===== config.mk =====
export PLATFORM = sky130hd
export DESIGN_NAME = pwm_timer
export DESIGN_NICKNAME = d
export VERILOG_FILES = /design/src/rtl/pwm_timer_pkg.sv /design/src/rtl/pwm_regfile.sv /design/src/rtl/pwm_counter.sv /design/src/rtl/pwm_channel.sv /design/src/rtl/pwm_timer.sv
export SDC_FILE = /design/constraint.sdc
export NUM_CORES = 1
export LEC_CHECK = 0
export BUFFER_PORTS_ARGS = -buffer_cell sky130_fd_sc_hd__clkbuf_2
export CAP_MARGIN = 15
export CORE_UTILIZATION = 47
export DETAILED_ROUTE_END_ITERATION = 8
export GPL_ROUTABILITY_DRIVEN = 0
export GPL_TIMING_DRIVEN = 1
export SLEW_MARGIN = 20
export SYNTH_ARGS = -nofsm -noshare
export SYNTH_HDL_FRONTEND = slang
export SYNTH_SLANG_ARGS = --single-unit
export TNS_END_PERCENT = 10

===== constraint.sdc =====
create_clock -name clk -period 5.1 [get_ports clk]
set_input_delay 0.51 -clock clk [delete_from_list [all_inputs] [get_ports clk]]
set_output_delay 0.51 -clock clk [all_outputs]
set_load 0.03 [all_outputs]

===== src/rtl/pwm_timer_pkg.sv =====
package pwm_timer_pkg;

    // Per-channel output state
    typedef enum logic [1:0] {
        CH_LOW  = 2'd0,   // waiting for match in this cycle
        CH_HIGH = 2'd1,   // set by a match during the cycle
        CH_HELD = 2'd2    // set at cycle start by a zero match value
    } ch_state_e;

endpackage


===== src/rtl/pwm_regfile.sv =====
module pwm_regfile #(
    parameter int NCH    = 4,
    parameter int CNT_W  = 16,
    parameter int ADDR_W = 3
) (
    input  logic                           clk,
    input  logic                           rst_n,
    input  logic                           we,
    input  logic [ADDR_W-1:0]              addr,
    input  logic [CNT_W-1:0]               wdata,
    output logic [NCH-1:0][CNT_W-1:0]      match_q,
    output logic [NCH-1:0]                 en_q,
    output logic [NCH-1:0]                 lvl_q,
    output logic [CNT_W-1:0]               rdata
);

    localparam logic [ADDR_W-1:0] A_EN  = ADDR_W'(NCH);
    localparam logic [ADDR_W-1:0] A_LVL = ADDR_W'(NCH + 1);
    localparam int                PAD_W = CNT_W - NCH;

    for (genvar g = 0; g < NCH; g++) begin : g_match
        always_ff @(posedge clk or negedge rst_n) begin
            if (!rst_n) begin
                match_q[g] <= '0;
            end else if (we && (addr == ADDR_W'(g))) begin
                match_q[g] <= wdata;
            end
        end
    end

    always_ff @(posedge clk or negedge rst_n) begin
        if (!rst_n) begin
            en_q <= '0;
        end else if (we && (addr == A_EN)) begin
            en_q <= wdata[NCH-1:0];
        end
    end

    always_ff @(posedge clk or negedge rst_n) begin
        if (!rst_n) begin
            lvl_q <= '0;
        end else if (we && (addr == A_LVL)) begin
            lvl_q <= wdata[NCH-1:0];
        end
    end

    // Read mux: unused addresses and reserved bits return zero
    always_comb begin
        rdata = '0;
        for (int i = 0; i < NCH; i++) begin
            if (addr == ADDR_W'(i)) begin
                rdata = match_q[i];
            end
        end
        if (addr == A_EN) begin
            rdata = {{PAD_W{1'b0}}, en_q};
        end
        if (addr == A_LVL) begin
            rdata = {{PAD_W{1'b0}}, lvl_q};
        end
    end

endmodule


===== src/rtl/pwm_counter.sv =====
module pwm_counter #(
    parameter int NCH    = 4,
    parameter int CNT_W  = 16,
    parameter int PER_CH = NCH - 1
) (
    input  logic                       clk,
    input  logic                       rst_n,
    input  logic                       tick_i,
    input  logic [NCH-1:0][CNT_W-1:0]  match_i,
    output logic [CNT_W-1:0]           cnt_o,
    output logic [CNT_W-1:0]           period_o,
    output logic [NCH-1:0][CNT_W-1:0]  sh_o,
    output logic                       wrap_o
);

    localparam logic [CNT_W-1:0] CNT_ONE = CNT_W'(1);

    logic [CNT_W-1:0]          cnt_q;
    logic [NCH-1:0][CNT_W-1:0] sh_q;
    logic                      at_top;

    assign at_top   = (cnt_q == sh_q[PER_CH]);
    assign wrap_o   = tick_i && at_top;
    assign cnt_o    = cnt_q;
    assign period_o = sh_q[PER_CH];
    assign sh_o     = sh_q;

    always_ff @(posedge clk or negedge rst_n) begin
        if (!rst_n) begin
            cnt_q <= '0;
        end else if (wrap_o) begin
            cnt_q <= '0;
        end else if (tick_i) begin
            cnt_q <= cnt_q + CNT_ONE;
        end
    end

    // Shadow copies are refreshed only at the cycle boundary
    for (genvar g = 0; g < NCH; g++) begin : g_shadow
        always_ff @(posedge clk or negedge rst_n) begin
            if (!rst_n) begin
                sh_q[g] <= '0;
            end else if (wrap_o) begin
                sh_q[g] <= match_i[g];
            end
        end
    end

endmodule


===== src/rtl/pwm_channel.sv =====
module pwm_channel
    import pwm_timer_pkg::*;
#(
    parameter int CNT_W = 16
) (
    input  logic              clk,
    input  logic              rst_n,
    input  logic              tick_i,
    input  logic              wrap_i,
    input  logic [CNT_W-1:0]  cnt_i,
    input  logic [CNT_W-1:0]  sh_i,
    input  logic [CNT_W-1:0]  load_i,
    input  logic              en_i,
    input  logic              lvl_i,
    output logic              pin_o
);

    localparam logic [CNT_W:0] WIDE_ONE = (CNT_W + 1)'(1);

    ch_state_e state_q;
    ch_state_e state_d;
    logic      hit;
    logic      zero_next;
    logic      pwm_lvl;

    assign zero_next = (load_i == '0);
    assign hit       = ({1'b0, sh_i} == ({1'b0, cnt_i} + WIDE_ONE));

    // State register
    always_ff @(posedge clk or negedge rst_n) begin
        if (!rst_n) begin
            state_q <= CH_LOW;
        end else begin
            state_q <= state_d;
        end
    end

    // Next state
    always_comb begin
        state_d = state_q;
        if (tick_i) begin
            if (wrap_i) begin
                state_d = zero_next ? CH_HELD : CH_LOW;
            end else begin
                unique case (state_q)
                    CH_LOW:  if (hit) state_d = CH_HIGH;
                    CH_HIGH: state_d = CH_HIGH;
                    CH_HELD: state_d = CH_HELD;
                    default: state_d = CH_LOW;
                endcase
            end
        end
    end

    // Outputs
    always_comb begin
        unique case (state_q)
            CH_LOW:  pwm_lvl = 1'b0;
            CH_HIGH: pwm_lvl = 1'b1;
            CH_HELD: pwm_lvl = 1'b1;
            default: pwm_lvl = 1'b0;
        endcase
        pin_o = en_i ? pwm_lvl : lvl_i;
    end

endmodule


===== src/rtl/pwm_timer.sv =====
module pwm_timer #(
    parameter int NCH    = 4,
    parameter int CNT_W  = 16,
    parameter int ADDR_W = $clog2(NCH + 2),
    parameter int PER_CH = NCH - 1
) (
    input  logic              clk,
    input  logic              rst_n,
    input  logic              tick_i,
    input  logic              reg_we,
    input  logic [ADDR_W-1:0] reg_addr,
    input  logic [CNT_W-1:0]  reg_wdata,
    output logic [CNT_W-1:0]  reg_rdata,
    output logic [NCH-1:0]    pwm_o
);

    logic [NCH-1:0][CNT_W-1:0] match_q;
    logic [NCH-1:0][CNT_W-1:0] sh;
    logic [NCH-1:0]            en_q;
    logic [NCH-1:0]            lvl_q;
    logic [CNT_W-1:0]          cnt;
    logic [CNT_W-1:0]          period;
    logic                      wrap;

    pwm_regfile #(
        .NCH    (NCH),
        .CNT_W  (CNT_W),
        .ADDR_W (ADDR_W)
    ) u_regs (
        .clk     (clk),
        .rst_n   (rst_n),
        .we      (reg_we),
        .addr    (reg_addr),
        .wdata   (reg_wdata),
        .match_q (match_q),
        .en_q    (en_q),
        .lvl_q   (lvl_q),
        .rdata   (reg_rdata)
    );

    pwm_counter #(
        .NCH    (NCH),
        .CNT_W  (CNT_W),
        .PER_CH (PER_CH)
    ) u_cnt (
        .clk      (clk),
        .rst_n    (rst_n),
        .tick_i   (tick_i),
        .match_i  (match_q),
        .cnt_o    (cnt),
        .period_o (period),
        .sh_o     (sh),
        .wrap_o   (wrap)
    );

    for (genvar g = 0; g < NCH; g++) begin : g_ch
        pwm_channel #(
            .CNT_W (CNT_W)
        ) u_ch (
            .clk    (clk),
            .rst_n  (rst_n),
            .tick_i (tick_i),
            .wrap_i (wrap),
            .cnt_i  (cnt),
            .sh_i   (sh[g]),
            .load_i (match_q[g]),
            .en_i   (en_q[g]),
            .lvl_i  (lvl_q[g]),
            .pin_o  (pwm_o[g])
        );
    end

endmodule


==> results.sh <==
export IMPL_cpMaxStageDelayCell="dfrtp_1"
export IMPL_crit_type="reg2reg"
export IMPL_syn_num_nets=932
export IMPL_drc_errors=0
export IMPL_wire_per_inst_um=22.0
export IMPL_grt_pass1_vias=6664
export IMPL_root_buffer="clkbuf_16"
export IMPL_h_tree_depth=4
export IMPL_finalHoldViolations=0
export IMPL_fin_nets=940
export IMPL_clock_path_buffers=2
export IMPL_clk_insertion_delay_late_ns=0.44
export IMPL_cp_common_cell="nand3_1"
export IMPL_fmax_ghz=0.275
export IMPL_synth_top_family_by_area="simple AND/OR/NAND/NOR gates"
export IMPL_syn_to_final_growth_pct=10.2
export IMPL_ys_seq_elements=160
export IMPL_crit_chain="ha_1 > nand3_1 > nor3_2 > mux2_2 > a2111o_1 > nor4_2 > mux2i_1 > nand3_1"
export IMPL_synthSimpleGateAreaFrac_pct=17.1
export IMPL_cts_tree="done"
export IMPL_diodes=0
export IMPL_switching_share_pct=35.8
export IMPL_preCtsSetupSlack_ns=1.51
export IMPL_yosysTopAreaCellShare_pct=43.2
export IMPL_cts_hold_buf=0
export IMPL_yosysTopAreaCell="dfrtp_1"
export IMPL_synth_adder_area_share_pct=1.86
export IMPL_combPwrFrac_pct=26.1
export IMPL_synth_seq_area_share_pct=43.2
export IMPL_register_area_um2=4000
export IMPL_synth_area_mux_share_pct=16.3
export IMPL_path_max_fanout=15
export IMPL_drv_cap=0
export IMPL_cp_num_buf_inv=0
export IMPL_n_fill_cell=1718
export IMPL_syn_area_um2=9270
export IMPL_yosysWarnings=0
export IMPL_min_period_ns=3.63
export IMPL_crit_required_ns=5.42
export IMPL_grt_start_max_net_pins=99
export IMPL_ant_nets=0
export IMPL_relSlewSlack_pct=34.7
export IMPL_powerDensity_nw_per_um2=416
export IMPL_p_int_mw=2.73
export IMPL_place_area_um2=9620
export IMPL_final_instance_count_excl_fill=1176
export IMPL_dp_hpwl_um=18500
export IMPL_drt_wl_total_um=25900
export IMPL_fin_skew_ns=0.0128
export IMPL_synth_xor_xnor_area_share_pct=8.69
export IMPL_clk_pin_slew_ns=0.07
export IMPL_antenna_found_initial=0
export IMPL_netlist_top_cells_area="dfrtp_1 43%, mux2_2 12%, nand2_1 6.8%, xnor2_1 4.3%, mux4_2 3.2%"
export IMPL_fin_util_pct=53.7
export IMPL_ir_drop_uv=243
export IMPL_switching_power_mw=1.52
export IMPL_async_flop_share_pct=100
export IMPL_place_inst=1145
export IMPL_cts_setup_buffers=0
export IMPL_clkPwrFrac_pct=31.4
export IMPL_drtIter0Drc=741
export IMPL_status="complete, no violations"
export IMPL_vias=6896
export IMPL_setup_tns_ns=0
export IMPL_synth_compound_area_share_pct=8.77
export IMPL_setup_violations_final=0
export IMPL_die_area_um2=20300
export IMPL_cellLeakagePower_nw=4.50
export IMPL_core_area_um2=19000
export IMPL_portBuffers=42
export IMPL_cts_buffers=17
export IMPL_first_pass_iters=5
export IMPL_fin_crit_sh_pct=71.2
export IMPL_hold_path_class="in2async"
export IMPL_layout_drive_gt1_share_pct=22.9
export IMPL_synthFlopType="dfrtp_1"
export IMPL_grt_use_total_pct=27.2
export IMPL_grt_overflow_total=0
export IMPL_ios=43
export IMPL_p_seq_share_pct=42.5
export IMPL_max_stage_delay_ns=0.68
export IMPL_final_cell_area_um2=10200
export IMPL_cp_arrival_ns=3.95
export IMPL_maxSlewViolCount=0
export IMPL_cts_sinks=160
export IMPL_holdWs_ns=0.149
export IMPL_syn_avg_cell_area_um2=10.3
export IMPL_multi_input_area_um2=4910
export IMPL_crit_family="simple AND/OR/NAND/NOR gates"
export IMPL_setup_slack_ns=1.47
export IMPL_start_kind="flip-flop"
export IMPL_rsz0062_at_grt="no"
export IMPL_fp_row_count=50
export IMPL_cts_resized=0
export IMPL_dieHeight_um=142
export IMPL_grt_pass1_wl_um=40500
export IMPL_via_per_inst=5.86
export IMPL_synth_cell_types=69
export IMPL_cp_end_kind="flip-flop"
export IMPL_synth_edf_count=0
export IMPL_initial_utilization_pct=48.7
export IMPL_dieWidth_um=142
export IMPL_max_slew_worst_pin_slew_ns=0.980
export IMPL_fin_total_pwr_mw=4.25
export IMPL_synth_cells=896
[worst paths after layout]
kind	startpoint	to	cells after the start	slack [ns]
setup / recovery	u_cnt.cnt_o[0]	g_ch[0].u_ch.state_q[1]	8	1.47
hold / removal	rst_n	g_ch[0].u_ch.state_q[1]	1	0.15
setup reg to reg	u_cnt.cnt_o[0]	g_ch[0].u_ch.state_q[1]	8	1.47
hold reg to reg	u_cnt.sh_o[0]	u_cnt.sh_o[0]	2	0.49
max in group asynchronous	rst_n	u_cnt.sh_o[37]	2	3.87
min in group clk	reg_wdata[6]	u_regs.match_q[54]	2	0.35
[worst register-to-register path, stage by stage, from the launching register on]
cell and delay [ns]:
dfrtp_1 0.68, ha_1 0.39, nand3_1 0.49, nor3_2 0.60, mux2_2 0.40, a2111o_1 0.40, nor4_2 0.26, mux2i_1 0.23
nand3_1 0.08
[final cells by class]
type                            count  share of cell area (%)
Clock buffer                       18                    4.30
Clock inverter                     13                    1.58
Inverter                           26                   0.955
Multi-Input combinational cell    649                    48.1
Sequential cell                   160                    39.2
Tap cell                          260                    3.18
Timing Repair Buffer               50                    2.71
[sequential cells by signal, indices dropped and copies added, names as in the netlist]
| register | cells |
|---|---|
| u_regs.lvl_q | 4 |
| u_regs.match_q | 64 |
| g_ch.u_ch.state_q | 8 |
| u_regs.en_q | 4 |
| u_cnt.cnt_o | 16 |
| u_cnt.period_o | 16 |
| u_cnt.sh_o | 48 |
[power by group through the flow]
stage,combinational (mW),sequential (mW),clock (mW)
2_1_floorplan,0.996,1.59,0
3_3_place_gp,1.10,1.81,0
3_5_place_dp,1.10,1.82,0
4_1_cts,1.11,1.80,1.35
5_1_grt,1.21,1.84,1.41
6_report,1.11,1.81,1.34
[cells by family after synthesis]
family          Yosys count
mux                     123
compound gates          114
fa+ha+maj                14
flops                   160
buf+inv                  87
xor+xnor                 81
simple gates            317
[cell usage after synthesis, types with 7 or more instances]
cell,n
nand2_1,169
dfrtp_1,160
mux2_2,95
xnor2_1,45
clkbuf_1,31
o21ai_0,30
xor2_1,29
inv_1,26
nor2_1,24
nor4_1,23
nor2b_1,20
mux2i_1,15
nand3_1,15
buf_2,14
a21oi_1,13
ha_1,13
mux4_2,13
nand4_1,13
nand2b_1,10
and3_1,9
a31oi_1,8
buf_1,8
o31ai_1,8
buf_4,7
xnor3_1,7
[metal layers]
layer | wire, um | track usage, %
met1 | 12300 | 40.5
met2 | 11600 | 40.2
met3 | 1440 | 4.64
met4 | 567 | 8.49
met5 | 0 | 0
[placed cells by master (no fill, tap or decap), types with 4 or more instances in the layout]
cell type and n:
a21oi_1 13, a31oi_1 8, and3_1 9, and4_1 4
buf_4 8, clkbuf_16 17, clkbuf_2 41, dfrtp_1 160
ha_1 13, inv_1 26, inv_6 6, mux2_2 95
mux2i_1 15, mux4_2 13, nand2_1 168, nand2b_1 10
nand3_1 15, nand3b_1 4, nand4_1 13, nor2_1 23
nor2b_1 20, nor3_1 4, nor4_1 23, nor4_2 4
o2111ai_1 5, o21ai_0 30, o221ai_1 5, o31ai_1 8
o41ai_1 5, xnor2_1 45, xnor3_1 7, xor2_1 29
Power figures use the tool's default switching activity.
